<file path="src/rtl/vic_pkg.sv">
package vic_pkg;
  typedef enum logic [1:0] {
    ADR_PEND  = 2'd0,
    ADR_MASK  = 2'd1,
    ADR_SENSE = 2'd2,
    ADR_VEC   = 2'd3
  } vic_addr_e;
endpackage

</file>
<file path="src/rtl/vic_sync.sv">
module vic_sync #(
  parameter int unsigned W = 15
) (
  input  logic         clk_i,
  input  logic         rst_ni,
  input  logic [W-1:0] d_i,
  output logic [W-1:0] q_o
);
  for (genvar i = 0; i < W; i++) begin : g_bit
    logic s1_q, s2_q;
    // idle level of an active-low line is 1
    always_ff @(posedge clk_i or negedge rst_ni) begin
      if (!rst_ni) begin
        s1_q <= 1'b1;
        s2_q <= 1'b1;
      end else begin
        s1_q <= d_i[i];
        s2_q <= s1_q;
      end
    end
    assign q_o[i] = s2_q;
  end
endmodule

</file>
<file path="src/rtl/vic_pend.sv">
module vic_pend #(
  parameter int unsigned N = 15
) (
  input  logic         clk_i,
  input  logic         rst_ni,
  input  logic [N-1:0] req_n_i,
  input  logic [N-1:0] edge_en_i,
  input  logic [N-1:0] clr_i,
  output logic [N-1:0] pend_o
);
  logic [N-1:0] prev_q, pend_q, fall;

  assign fall = edge_en_i & prev_q & ~req_n_i;

  always_ff @(posedge clk_i or negedge rst_ni) begin
    if (!rst_ni) begin
      prev_q <= '1;
      pend_q <= '0;
    end else begin
      prev_q <= req_n_i;
      for (int i = 0; i < N; i++) begin
        if (edge_en_i[i]) pend_q[i] <= fall[i] | (pend_q[i] & ~clr_i[i]);
        else              pend_q[i] <= ~req_n_i[i];
      end
    end
  end

  assign pend_o = pend_q;

  for (genvar i = 0; i < N; i++) begin : g_chk
    a_r4_level_track: assert property (@(posedge clk_i) disable iff (!rst_ni)
      !$past(edge_en_i[i]) |-> pend_q[i] == !$past(req_n_i[i]));
    a_r5_w1c_clears: assert property (@(posedge clk_i) disable iff (!rst_ni)
      $past(edge_en_i[i] && clr_i[i] && !fall[i]) |-> !pend_q[i]);
    a_r5_hold: assert property (@(posedge clk_i) disable iff (!rst_ni)
      $past(edge_en_i[i] && !clr_i[i] && pend_q[i]) |-> pend_q[i]);
    a_r7_edge_wins: assert property (@(posedge clk_i) disable iff (!rst_ni)
      $past(fall[i]) |-> pend_q[i]);
  end
endmodule

</file>
<file path="src/rtl/vic_prio.sv">
module vic_prio #(
  parameter int unsigned N        = 15,
  parameter int unsigned VEC_W    = 6,
  parameter int unsigned IDLE_VEC = 15
) (
  input  logic [N-1:0]     active_i,
  output logic [VEC_W-1:0] vec_o,
  output logic             any_o
);
  always_comb begin
    vec_o = VEC_W'(IDLE_VEC);
    // scan downward so the lowest index is assigned last
    for (int i = N - 1; i >= 0; i--) begin
      if (active_i[i]) vec_o = VEC_W'(i);
    end
    any_o = |active_i;
  end
endmodule

</file>
<file path="src/rtl/sense_vic.sv">
module sense_vic #(
  parameter int unsigned NUM_SRC  = 15,
  parameter int unsigned REG_W    = 32,
  parameter int unsigned VEC_W    = 6,
  parameter int unsigned IDLE_VEC = 15
) (
  input  logic               clk_i,
  input  logic               rst_ni,
  input  logic [NUM_SRC-1:0] src_ni,
  input  logic               wr_en_i,
  input  logic [1:0]         addr_i,
  input  logic [REG_W-1:0]   wr_data_i,
  output logic [REG_W-1:0]   rd_data_o,
  output logic               irq_o
);
  import vic_pkg::*;

  localparam int unsigned TOP = REG_W - 1;

  logic [NUM_SRC-1:0] req_sync_n, pend, mask_q, sense_q, clr, active, win;
  logic [REG_W-1:0]   pend_w, mask_w, sense_w, vec_w;
  logic [VEC_W-1:0]   vec;
  logic               any, irq_q;
  vic_addr_e          adr;

  assign adr = vic_addr_e'(addr_i);

  vic_sync #(.W(NUM_SRC)) u_sync (
    .clk_i(clk_i), .rst_ni(rst_ni), .d_i(src_ni), .q_o(req_sync_n)
  );

  for (genvar n = 0; n < NUM_SRC; n++) begin : g_src
    assign clr[n] = wr_en_i && (adr == ADR_PEND) && wr_data_i[TOP-n];

    always_ff @(posedge clk_i or negedge rst_ni) begin
      if (!rst_ni)                             mask_q[n] <= 1'b0;
      else if (wr_en_i && adr == ADR_MASK)     mask_q[n] <= wr_data_i[TOP-n];
    end

    if (n % 2 == 0) begin : g_even
      always_ff @(posedge clk_i or negedge rst_ni) begin
        if (!rst_ni)                           sense_q[n] <= 1'b0;
        else if (wr_en_i && adr == ADR_SENSE)  sense_q[n] <= wr_data_i[TOP-n];
      end
    end else begin : g_odd
      assign sense_q[n] = 1'b0;  // internal sources are level only
    end

    assign pend_w[TOP-n]  = pend[n];
    assign mask_w[TOP-n]  = mask_q[n];
    assign sense_w[TOP-n] = sense_q[n];
    assign win[n]         = any && (vec == VEC_W'(n));
  end

  assign pend_w[TOP-NUM_SRC:0]  = '0;
  assign mask_w[TOP-NUM_SRC:0]  = '0;
  assign sense_w[TOP-NUM_SRC:0] = '0;

  vic_pend #(.N(NUM_SRC)) u_pend (
    .clk_i(clk_i), .rst_ni(rst_ni), .req_n_i(req_sync_n),
    .edge_en_i(sense_q), .clr_i(clr), .pend_o(pend)
  );

  assign active = pend & mask_q;

  vic_prio #(.N(NUM_SRC), .VEC_W(VEC_W), .IDLE_VEC(IDLE_VEC)) u_prio (
    .active_i(active), .vec_o(vec), .any_o(any)
  );

  assign vec_w = {vec, {(REG_W-VEC_W){1'b0}}};

  always_comb begin
    unique case (adr)
      ADR_PEND:  rd_data_o = pend_w;
      ADR_MASK:  rd_data_o = mask_w;
      ADR_SENSE: rd_data_o = sense_w;
      default:   rd_data_o = vec_w;
    endcase
  end

  always_ff @(posedge clk_i or negedge rst_ni) begin
    if (!rst_ni) irq_q <= 1'b0;
    else         irq_q <= any;
  end
  assign irq_o = irq_q;

  a_r10_irq_lag: assert property (@(posedge clk_i) disable iff (!rst_ni)
    irq_o == $past(|(pend & mask_q)));
  a_r8_lowest_wins: assert property (@(posedge clk_i) disable iff (!rst_ni)
    (|active) |-> ((|(win & active)) && ((active & (win - 1'b1)) == '0)));
  a_r9_idle_code: assert property (@(posedge clk_i) disable iff (!rst_ni)
    !(|active) |-> vec == VEC_W'(IDLE_VEC));
  a_r3_masked_out: assert property (@(posedge clk_i) disable iff (!rst_ni)
    (win & ~mask_q) == '0);
endmodule

</file>
<file path="config.mk">
export PLATFORM = sky130hd
export DESIGN_NAME = sense_vic
export DESIGN_NICKNAME = d
export VERILOG_FILES = /design/src/rtl/vic_pkg.sv /design/src/rtl/vic_sync.sv /design/src/rtl/vic_pend.sv /design/src/rtl/vic_prio.sv /design/src/rtl/sense_vic.sv
export SDC_FILE = /design/constraint.sdc
export NUM_CORES = 1
export LEC_CHECK = 0
export ABC_AREA = 1
export BUFFER_PORTS_ARGS = -buffer_cell sky130_fd_sc_hd__buf_2
export CAP_MARGIN = 20
export CORE_MARGIN = 5
export CORE_UTILIZATION = 40
export CTS_BUF_LIST = sky130_fd_sc_hd__clkbuf_16
export CTS_CLUSTER_DIAMETER = 200
export DETAILED_ROUTE_END_ITERATION = 10
export GPL_TIMING_DRIVEN = 1
export MAX_ROUTING_LAYER = met4
export PLACE_DENSITY = 0.61
export SETUP_SLACK_MARGIN = 0.02
export SKIP_LAST_GASP = 1
export SYNTH_ARGS = -nofsm -noshare
export SYNTH_HDL_FRONTEND = slang
export SYNTH_SLANG_ARGS = --single-unit
</file>
<file path="constraint.sdc">
create_clock -name clk_i -period 2.74 [get_ports clk_i]
set_input_delay 0.548 -clock clk_i [delete_from_list [all_inputs] [get_ports clk_i]]
set_output_delay 0.548 -clock clk_i [all_outputs]
set_load 0.01 [all_outputs]
</file>
==> impl_metrics.json, run 1 <==
{
  "arrival_ps": 1850,
  "grt_overflow": 0,
  "grtUsageMet3_pct": 3.237,
  "viasPerCell": 4.686,
  "ys_seq_area_share_pct": 65.64,
  "setup-violations-final": 0,
  "ir_worst_vdd_uv": 358.3,
  "ys_ff_latch": 77,
  "clock_skew_ps": 6.128,
  "clock_latency_ps": 330,
  "finalMaxSlewViolations": 0,
  "postCtsSetupBuffers": 0,
  "placementRows": 31,
  "root_buffer": "clkbuf_16",
  "reg2reg_from": "u_pend.pend_o[6]$_DFF_PN0_",
  "layout.nets": 388,
  "ys.warnings.count": 0,
  "die_x_um": 96.72,
  "holdBufCountCts": 0,
  "pre_cts_ws_ps": 444.1,
  "drive_above_1_share_pct": 32.84,
  "h-tree-depth": 3,
  "grt_use_met2_pct": 21.87,
  "worst-setup-path-type": "flop to output port",
  "diodes": 0,
  "antenna_found_initial": 0,
  "status": "finished clean",
  "dieHeight_um": 96.72,
  "cts_tree": "yes",
  "finish.instance_area_sq_um": 3615,
  "layout_common_cells": "nand2_1, buf_2, dfrtp_1",
  "cts.sinks": 77,
  "gp_congestion": 0.8052,
  "numPortBuffers": 50,
  "cts_resized": 0,
  "hp-class": "input pin to async pin",
  "grt_pass1_vias": 2100,
  "timing.final.crit_share_pct": 87.49,
  "required_ps": 2190,
  "grt_util_all_layers_pct": 13.87,
  "grt_busiest_layer": "met2",
  "rrSetupSlack_ps": 1420,
  "grt.met1_usage_pct": 16.91,
  "area_delta_synth_final_pct": 20.17,
  "ant_nets": 0,
  "r2r_end": "irq_o$_DFF_PN0_",
  "period_minus_slack_ps": 2397,
  "final_common_cell": "nand2_1",
  "rr_worst_depth": 4,
  "setup_tns_ps": 0,
  "hold_violations": 0,
  "coreArea_sq_um": 7292,
  "cts_max_path_buffers": 2,
  "dp_hpwl_um": 4136,
  "drt_pass1_iterations": 4,
  "tightest_slew_ps": 598.4,
  "synthCells": 278,
  "netlist_area_sq_um": 3008,
  "grt_pass1_wl_um": 10110,
  "drtIter0Drc": 122,
  "drcViolationCount": 0,
  "p_leak_nw": 1.741,
  "synth.distinct_cells": 26,
  "path_max_fanout": 3,
  "cts_made_buffers": 9,
  "rsz0062_at_grt": "no",
  "placed_area_sq_um": 3323,
  "maxCapViolations": 0,
  "relSlewSlack_pct": 59.99,
  "clk_pin_slew_ps": 60,
  "start_util_pct": 41.25,
  "avgSynthCellArea_sq_um": 10.82,
  "drt_wl_total_um": 5854,
  "post_drt_wl_per_cell_um": 13.30,
  "die-area_sq_um": 9354,
  "grt_max_degree": 43,
  "vias": 2062,
  "cp-start-kind": "flop",
  "cp-end-kind": "output port",
  "ioPinCount": 85,
  "max_freq_mhz": 417.1,
  "fin_ws_ps": 342.7,
  "power_density_nw_per_um2": 778.7
}
==> critical path: stages (launching register included) <==
cell	delay (ps)
dfrtp_1	400
nand2_1	110
nand2_1	100
nor4_1	450
nand3_1	150
o2111ai_1	130
buf_2	180
==> cells in the mapped netlist, drive strengths merged <==
cell type	instances	share of area, %
mux2	7	2.6
inv	26	3.2
buf	18	4.6
o2111ai	1	0.29
a31oi	1	0.21
nand2	73	9.2
a22o	6	1.7
o21ai	24	4.0
o31ai	2	0.50
dfstp	38	33
conb	1	0.12
nor3	1	0.17
o211ai	14	3.5
nor4	1	0.21
clkbuf	4	0.50
a21oi	1	0.17
dfrtp	39	32
nand3	4	0.67
a221oi	1	0.29
nor2	16	2.3
==> layer usage <==
layer / part of all wire, % / vias to the layer above / routed length [um]
li1: - / 991 / -
met1: 44 / 985 / 2556
met2: 48 / 77 / 2804
met3: 6.6 / 9 / 387
met4: 1.8 / 0 / 106
met5: 0 / - / 0
==> worst max path at each step <==
stage / start / to / slack [ps] / cells after the start
after CTS: u_pend.pend_o[6]$_DFF_PN0_ / rd_data_o[29] / 310 / 6
after detailed placement: addr_i[1] / rd_data_o[17] / 440 / 6
after global placement: addr_i[1] / rd_data_o[19] / 470 / 6
final: u_pend.pend_o[6]$_DFF_PN0_ / rd_data_o[29] / 340 / 6
after floorplan: addr_i[1] / rd_data_o[24] / 940 / 3
after global routing: u_pend.pend_o[6]$_DFF_PN0_ / rd_data_o[29] / 200 / 6
==> power by group <==
| group | internal, mW | switching (mW) | total (mW) |
|---|---|---|---|
| sequential | 1.27 | 0.0707 | 1.34 |
| combinational | 0.134 | 0.205 | 0.340 |
| clock | 0.697 | 0.436 | 1.13 |
==> through the flow <==
stage                     instances  utilization, %  hold slack (ps)  power, mW
after global routing            440           49.57            275.1      2.970
after detailed placement        424           45.57            346.8      1.704
after CTS                       440           49.57            239.4      2.855
after global placement          424           45.57            345.2      1.691
after floorplan                 294               -            252.4      1.575
final                           440           49.57            226.7      2.815
==> cell type report <==
| class | count | area, sq um |
|---|---|---|
| Inverter | 26 | 97.59 |
| Timing Repair Buffer | 53 | 285.3 |
| Multi-Input combinational cell | 169 | 842.1 |
| Clock buffer | 9 | 225.2 |
| Sequential cell | 77 | 1974 |
| Fill cell | 688 | 3677 |
| Clock inverter | 7 | 66.31 |
| Tap cell | 99 | 123.9 |
==> kinds of logic (layout without fill, tap and decap cells) <==
| group | Yosys count | after routing | share of synthesized area [%] |
|---|---|---|---|
| AOI/OAI and AO/OA | 50 | 50 | 10.69 |
| buffers and inverters | 48 | 95 | 8.361 |
| DFF | 77 | 77 | 65.64 |
| muxes | 7 | 7 | 2.620 |
| other | 1 | 17 | 0.1247 |
| and+or+nand+nor | 95 | 95 | 12.56 |
==> state kept, by name (all words and copies together), names as in the netlist <==
signal	count
irq_o	1
mask_q	15
u_sync.g_bit.s1_q	15
u_pend.pend_o	15
u_sync.g_bit.s2_q	15
u_pend.prev_q	8
sense_q	8
No activity file was read; power rests on OpenSTA's default activity.
==> inputs of run 2 (changes only) <==
Settings changed: ABC_AREA 1 to not set, PLACE_DENSITY 0.61 to 0.6, SETUP_SLACK_MARGIN 0.02 to not set.
==> run 2 against run 1 <==
Die area is 5.0% higher. Wire length grew 1.6%. Highest routed layer unchanged. Final area rose by 3.8%.
==> impl_metrics.json, run 2 <==
{
  "status": "finished clean",
  "drcViolationCount": 0,
  "grtUsageMet3_pct": 5.049,
  "grt_overflow": 0,
  "ys.warnings.count": 0,
  "finalMaxSlewViolations": 0,
  "h-tree-depth": 3,
  "synth_common_cells": "dfrtp_1, dfstp_2, nand2_1, mux2_2, buf_4",
  "ys_seq_area_share_pct": 62.17,
  "netlist_area_sq_um": 3176,
  "die-area_sq_um": 9821,
  "drt_wl_total_um": 5948,
  "antenna_found_initial": 0,
  "area_delta_synth_final_pct": 18.16,
  "async_reset_ff_share_pct": 100.0,
  "synth.distinct_cells": 37,
  "vias": 1898,
  "ioPinCount": 85,
  "coreArea_sq_um": 7727,
  "maxCapViolations": 0,
  "grt_max_degree": 78,
  "tightest_slew_ps": 925.5,
  "grt_pass1_vias": 1981,
  "post_drt_wl_per_cell_um": 14.76,
  "grt.met1_usage_pct": 17.10,
  "cts_tree": "yes",
  "max_freq_mhz": 431.6,
  "synth_edf_count": 0,
  "synthCells": 238,
  "path_max_fanout": 4,
  "avgSynthCellArea_sq_um": 13.34,
  "worst-setup-path-type": "flop to output port",
  "start_util_pct": 41.09,
  "holdBufCountCts": 0,
  "cts_made_buffers": 9,
  "pre_cts_ws_ps": 476.7,
  "fillCellCount": 692,
  "timing.final.crit_share_pct": 84.55,
  "root_buffer": "clkbuf_16",
  "setup_tns_ps": 0,
  "cts_max_path_buffers": 2,
  "grt_util_all_layers_pct": 13.47,
  "setup-violations-final": 0,
  "diodes": 0,
  "ys_ff_latch": 77,
  "relSlewSlack_pct": 38.30,
  "p_leak_nw": 1.711,
  "arrival_ps": 1770,
  "cts.sinks": 77,
  "netlist.area_leader.share_pct": 31.44,
  "cp-end-kind": "output port",
  "grt_use_met2_pct": 19.32,
  "grt_busiest_layer": "met2",
  "final_common_cell": "buf_2",
  "hp-class": "input pin to flop",
  "postCtsSetupBuffers": 0,
  "numPortBuffers": 50,
  "drtIter0Drc": 81,
  "required_ps": 2190,
  "path_cells": "a22oi_2 > nand3_1 > nor3_1 > mux4_1 > buf_2",
  "hold_violations": 0,
  "fin_ws_ps": 423.3,
  "rsz0062_at_grt": "no",
  "power_mw": 2.925,
  "clk_pin_slew_ps": 60,
  "gp_congestion": 0.8129,
  "cp-start-kind": "flop",
  "layout.nets": 348,
  "synth_area_leaders": "dfstp_2, dfrtp_1, mux2_2",
  "synth_flop_cell": "dfrtp_1",
  "dieHeight_um": 99.10,
  "clock_skew_ps": 5.072,
  "critPathTopFamily": "flip-flops",
  "viasPerCell": 4.710,
  "layout_common_cells": "buf_2, dfrtp_1, dfstp_2",
  "timing.critical_path.buf_inv": 1,
  "synth_top_cell_by_area": "dfstp_2",
  "placementRows": 32,
  "die_x_um": 99.10,
  "crit_slowest_cell": "dfrtp_1",
  "synthMostInstantiatedCell": "dfrtp_1",
  "ant_nets": 0,
  "cts_resized": 0,
  "drt_pass1_iterations": 6,
  "power_density_nw_per_um2": 779.4,
  "clock_latency_ps": 330,
  "dp_hpwl_um": 4207,
  "ir_worst_vdd_uv": 451.6,
  "drive_above_1_share_pct": 45.51,
  "final_util_pct": 48.56,
  "period_minus_slack_ps": 2317,
  "grt_pass1_wl_um": 9846,
  "max_stage_delay_ps": 410
}
run 2: changes by cell type after synthesis, sizes merged, moves of 4 or more:
cell,before,now
nor2,16,8
o211ai,14,1
mux2,7,23
mux2i,0,13
inv,26,7
o21ai,24,15
nor2b,0,9
buf,18,22
clkbuf,4,0
a22o,6,2
nand2,73,29
nand3,4,9
run 2: area by class of cell:
cell class | count | area [sq um] | area share (%)
flip-flops and latches | 77 | 1974 | 52.62
multi-input cells | 148 | 1057 | 28.18
repair buffers | 53 | 275.3 | 7.336
clock buffers | 9 | 225.2 | 6.002
well taps | 102 | 127.6 | 3.401
clock inverters | 7 | 66.31 | 1.767
inverters | 7 | 26.28 | 0.7002
run 2: logic make-up (layout without fill, tap and decap cells):
kind of cell    after synthesis  in the layout  share of synthesized area [%]
compound gates               30             30                          6.856
buf+inv                      29             76                          6.422
flops                        77             77                          62.18
mux                          38             38                          13.79
other cells                   1             17                         0.1181
simple gates                 63             63                          10.64
run 2: worst paths after layout:
kind	start	endpoint	slack (ps)	depth (start not counted)
max	mask_q[7]$_DFFE_PN0P_	rd_data_o[29]	420	5
min	src_ni[9]	u_sync.g_bit[9].s1_q$_DFF_PN1_	310	1
max reg2reg	mask_q[7]$_DFFE_PN0P_	irq_o$_DFF_PN0_	1400	4
min reg2reg	u_sync.g_bit[8].s1_q$_DFF_PN1_	u_sync.g_bit[8].s2_q$_DFF_PN1_	350	0
max in group asynchronous	rst_ni	mask_q[0]$_DFFE_PN0P_	1780	1
min in group asynchronous	rst_ni	sense_q[10]$_DFFE_PN0P_	360	1
run 2: power by group:
group          internal, mW  total (mW)  switching, mW  leakage (nW)
clock                 0.699        1.14          0.438         0.141
sequential             1.28        1.38         0.0959         0.854
combinational         0.200       0.410          0.210         0.716
total                  2.18        2.92          0.744          1.71
run 2: routing by layer:
layer  part of all wire (%)  vias to the layer above
li1                       -                      905
met1                     46                      929
met2                     46                       51
met3                    5.5                       13
met4                    2.1                        0
met5                      0                        -
run 2: worst reg2reg max path, stage by stage, from the launching register on:
cell and delay, ps:
dfrtp_1 410, a22oi_2 220, nand3_1 120, nor3_1 290, nand4_1 150
run 2: through the flow:
stage          cell area [sq um]  hold slack (ps)  instances
2_1_floorplan               3236            252.4        254
3_3_place_gp                3461            345.3        387
3_5_place_dp                3461            347.2        387
4_1_cts                     3752            296.6        403
5_1_grt                     3752            294.5        403
6_report                    3752            310.7        403
==> inputs of run 3 (changes only) <==
Settings changed: ABC_AREA set to 1, PLACE_DENSITY 0.6 to 0.63.
Clock period 2.74 ns to 2 ns, I/O delays scaled along.
==> run 3 against run 2 <==
The flow now finishes with violations (negative setup slack). Global-route usage grew 0.94 points. Worst hold slack lost 210 ps. Final area shrank 0.20%. Core utilization grew 2.8 points. Combinational power grew 32%. Wire length grew 4.3%. Clock skew shrank 1.1 ps. Clock power grew 32%. Sequential power grew 33%.
==> impl_metrics.json, run 3 (same netlist as run 1, synthesis figures left out) <==
{
  "status": "complete, but fails checks",
  "violations": "negative setup slack",
  "drcViolationCount": 0,
  "drtIter0Drc": 117,
  "power_density_nw_per_um2": 1039,
  "max_freq_mhz": 477.6,
  "grt_overflow": 0,
  "clock_skew_ps": 3.975,
  "die-area_sq_um": 9354,
  "hold_violations": 0,
  "dieHeight_um": 96.72,
  "grt_max_degree": 78,
  "placedCellCount": 430,
  "clk_pin_slew_ps": 50,
  "die_x_um": 96.72,
  "placementRows": 31,
  "numPortBuffers": 50,
  "final_common_cell": "nand2_1",
  "r2r_end": "irq_o$_DFF_PN0_",
  "setup-violations-final": 3,
  "maxCapViolations": 0,
  "fin_ws_ps": -93.76,
  "crit_slowest_cell": "dfrtp_1",
  "cp_common_cell": "nor2_1",
  "path_cells": "nand2_1 > nand2_1 > a31oi_1 > nor2_1 > nor2_1 > nor2_1 > o31ai_2 > buf_2",
  "timing.critical_path.buf_inv": 1,
  "relSlewSlack_pct": 61.81,
  "period_minus_slack_ps": 2094,
  "required_ps": 1600,
  "ioPinCount": 85,
  "rr_worst_depth": 5,
  "post_drt_wl_per_cell_um": 13.69,
  "cts_tree": "yes",
  "hp-class": "input pin to async pin",
  "area_delta_synth_final_pct": 24.50,
  "coreArea_sq_um": 7292,
  "max_stage_delay_ps": 400,
  "ir_worst_vdd_uv": 548.6,
  "dp_hpwl_um": 4250,
  "path_max_fanout": 3,
  "finalMaxSlewViolations": 0,
  "layout.nets": 401,
  "tightest_slew_ps": 571.2,
  "power_mw": 3.892,
  "drive_above_1_share_pct": 37.57,
  "antenna_found_initial": 0,
  "grt_pass1_wl_um": 10520,
  "critPathTopFamily": "compound AO/OA/AOI/OAI gates",
  "rrSetupSlack_ps": 770,
  "cts.sinks": 77,
  "layout_common_cells": "nand2_1, buf_2, dfrtp_1",
  "viasPerCell": 4.574,
  "gp_congestion": 0.8275,
  "vias": 2072,
  "worst-setup-path-type": "flop to output port",
  "h-tree-depth": 3,
  "cts_made_buffers": 9,
  "start_util_pct": 41.25,
  "ant_nets": 0,
  "fin_cells": 453,
  "cp-end-kind": "output port",
  "diodes": 0,
  "rsz0062_at_grt": "yes",
  "drt_wl_total_um": 6201,
  "cp-start-kind": "flop",
  "timing.final.crit_share_pct": 104.7,
  "root_buffer": "clkbuf_16",
  "arrival_ps": 1690,
  "grt_util_all_layers_pct": 14.40,
  "cts_max_path_buffers": 2,
  "clock_latency_ps": 330,
  "drt_pass1_iterations": 4,
  "grt_pass1_vias": 2245,
  "reg2reg_from": "u_pend.pend_o[6]$_DFF_PN0_",
  "p_leak_nw": 1.824
}
## run 3: cell count changes in the layout (fill, tap and decap cells not counted), moves of 5 or more
cell	previous run	this run
nand2_1	29	64
inv_1	8	28
mux2_2	23	3
mux2i_1	13	0
o211ai_1	1	14
buf_4	4	15
o21ai_0	13	24
nand2_2	0	9
nor2b_1	9	0
nor2_1	8	14
nand3_1	9	4
## run 3: repair_timing
action / CTS / global route
hold endpoints to repair: 0 / 0
cloned: 0 / 0
setup buffers: 5 / 2
endpoints found under the setup margin: 3 / 4
hold buffers: 0 / 0
pin swaps: 4 / 6
resized for setup: 4 / 9
## run 3: layer usage
metal	share of wire, %	global-route usage [%]	vias to the layer above
met5	0	-	-
met3	5.7	4.245	12
met1	44	17.32	983
met2	48	22.77	60
li1	-	-	1017
met4	2.1	5.832	0
## run 3: stage by stage
stage / setup TNS [ps] / area (sq um) / hold slack (ps) / setup slack, ps / utilization [%]
floorplan: 0 / 3068 / 104.4 / 455.0 / -
global placement: 0 / 3368 / 345.6 / 145.1 / 46.19
detailed placement: 0 / 3368 / 346.8 / 129.5 / 46.19
CTS: -292.7 / 3697 / 118.8 / -104.4 / 50.70
global route: -816.6 / 3745 / 133.6 / -386.1 / 51.36
finish: -215.2 / 3745 / 98.16 / -93.76 / 51.36
## run 3: power by group
part	switching [mW]	total (mW)	internal, mW
sequential	0.100	1.84	1.74
combinational	0.312	0.543	0.231
clock	0.569	1.51	0.938
total	0.982	3.89	2.91
## run 3: worst max path at each step
stage / from / to / slack (ps) / cells after the start
after global placement: u_pend.pend_o[6]$_DFF_PN0_ / rd_data_o[29] / 150 / 6
after detailed placement: addr_i[1] / u_pend.pend_o[10]$_DFF_PN0_ / 130 / 6
final: u_pend.pend_o[12]$_DFF_PN0_ / rd_data_o[27] / -90 / 8
after floorplan: mask_q[14]$_DFFE_PN0P_ / rd_data_o[26] / 460 / 17
after CTS: u_pend.pend_o[14]$_DFF_PN0_ / rd_data_o[26] / -100 / 18
after global routing: u_pend.pend_o[14]$_DFF_PN0_ / rd_data_o[26] / -390 / 18
## run 3: final cells by class
class	count	area [sq um]
Clock buffer	9	225.2
Clock inverter	7	52.55
Fill cell	707	3547
Inverter	26	97.59
Multi-Input combinational cell	169	888.4
Sequential cell	77	1974
Tap cell	99	123.9
Timing Repair Buffer	66	382.9
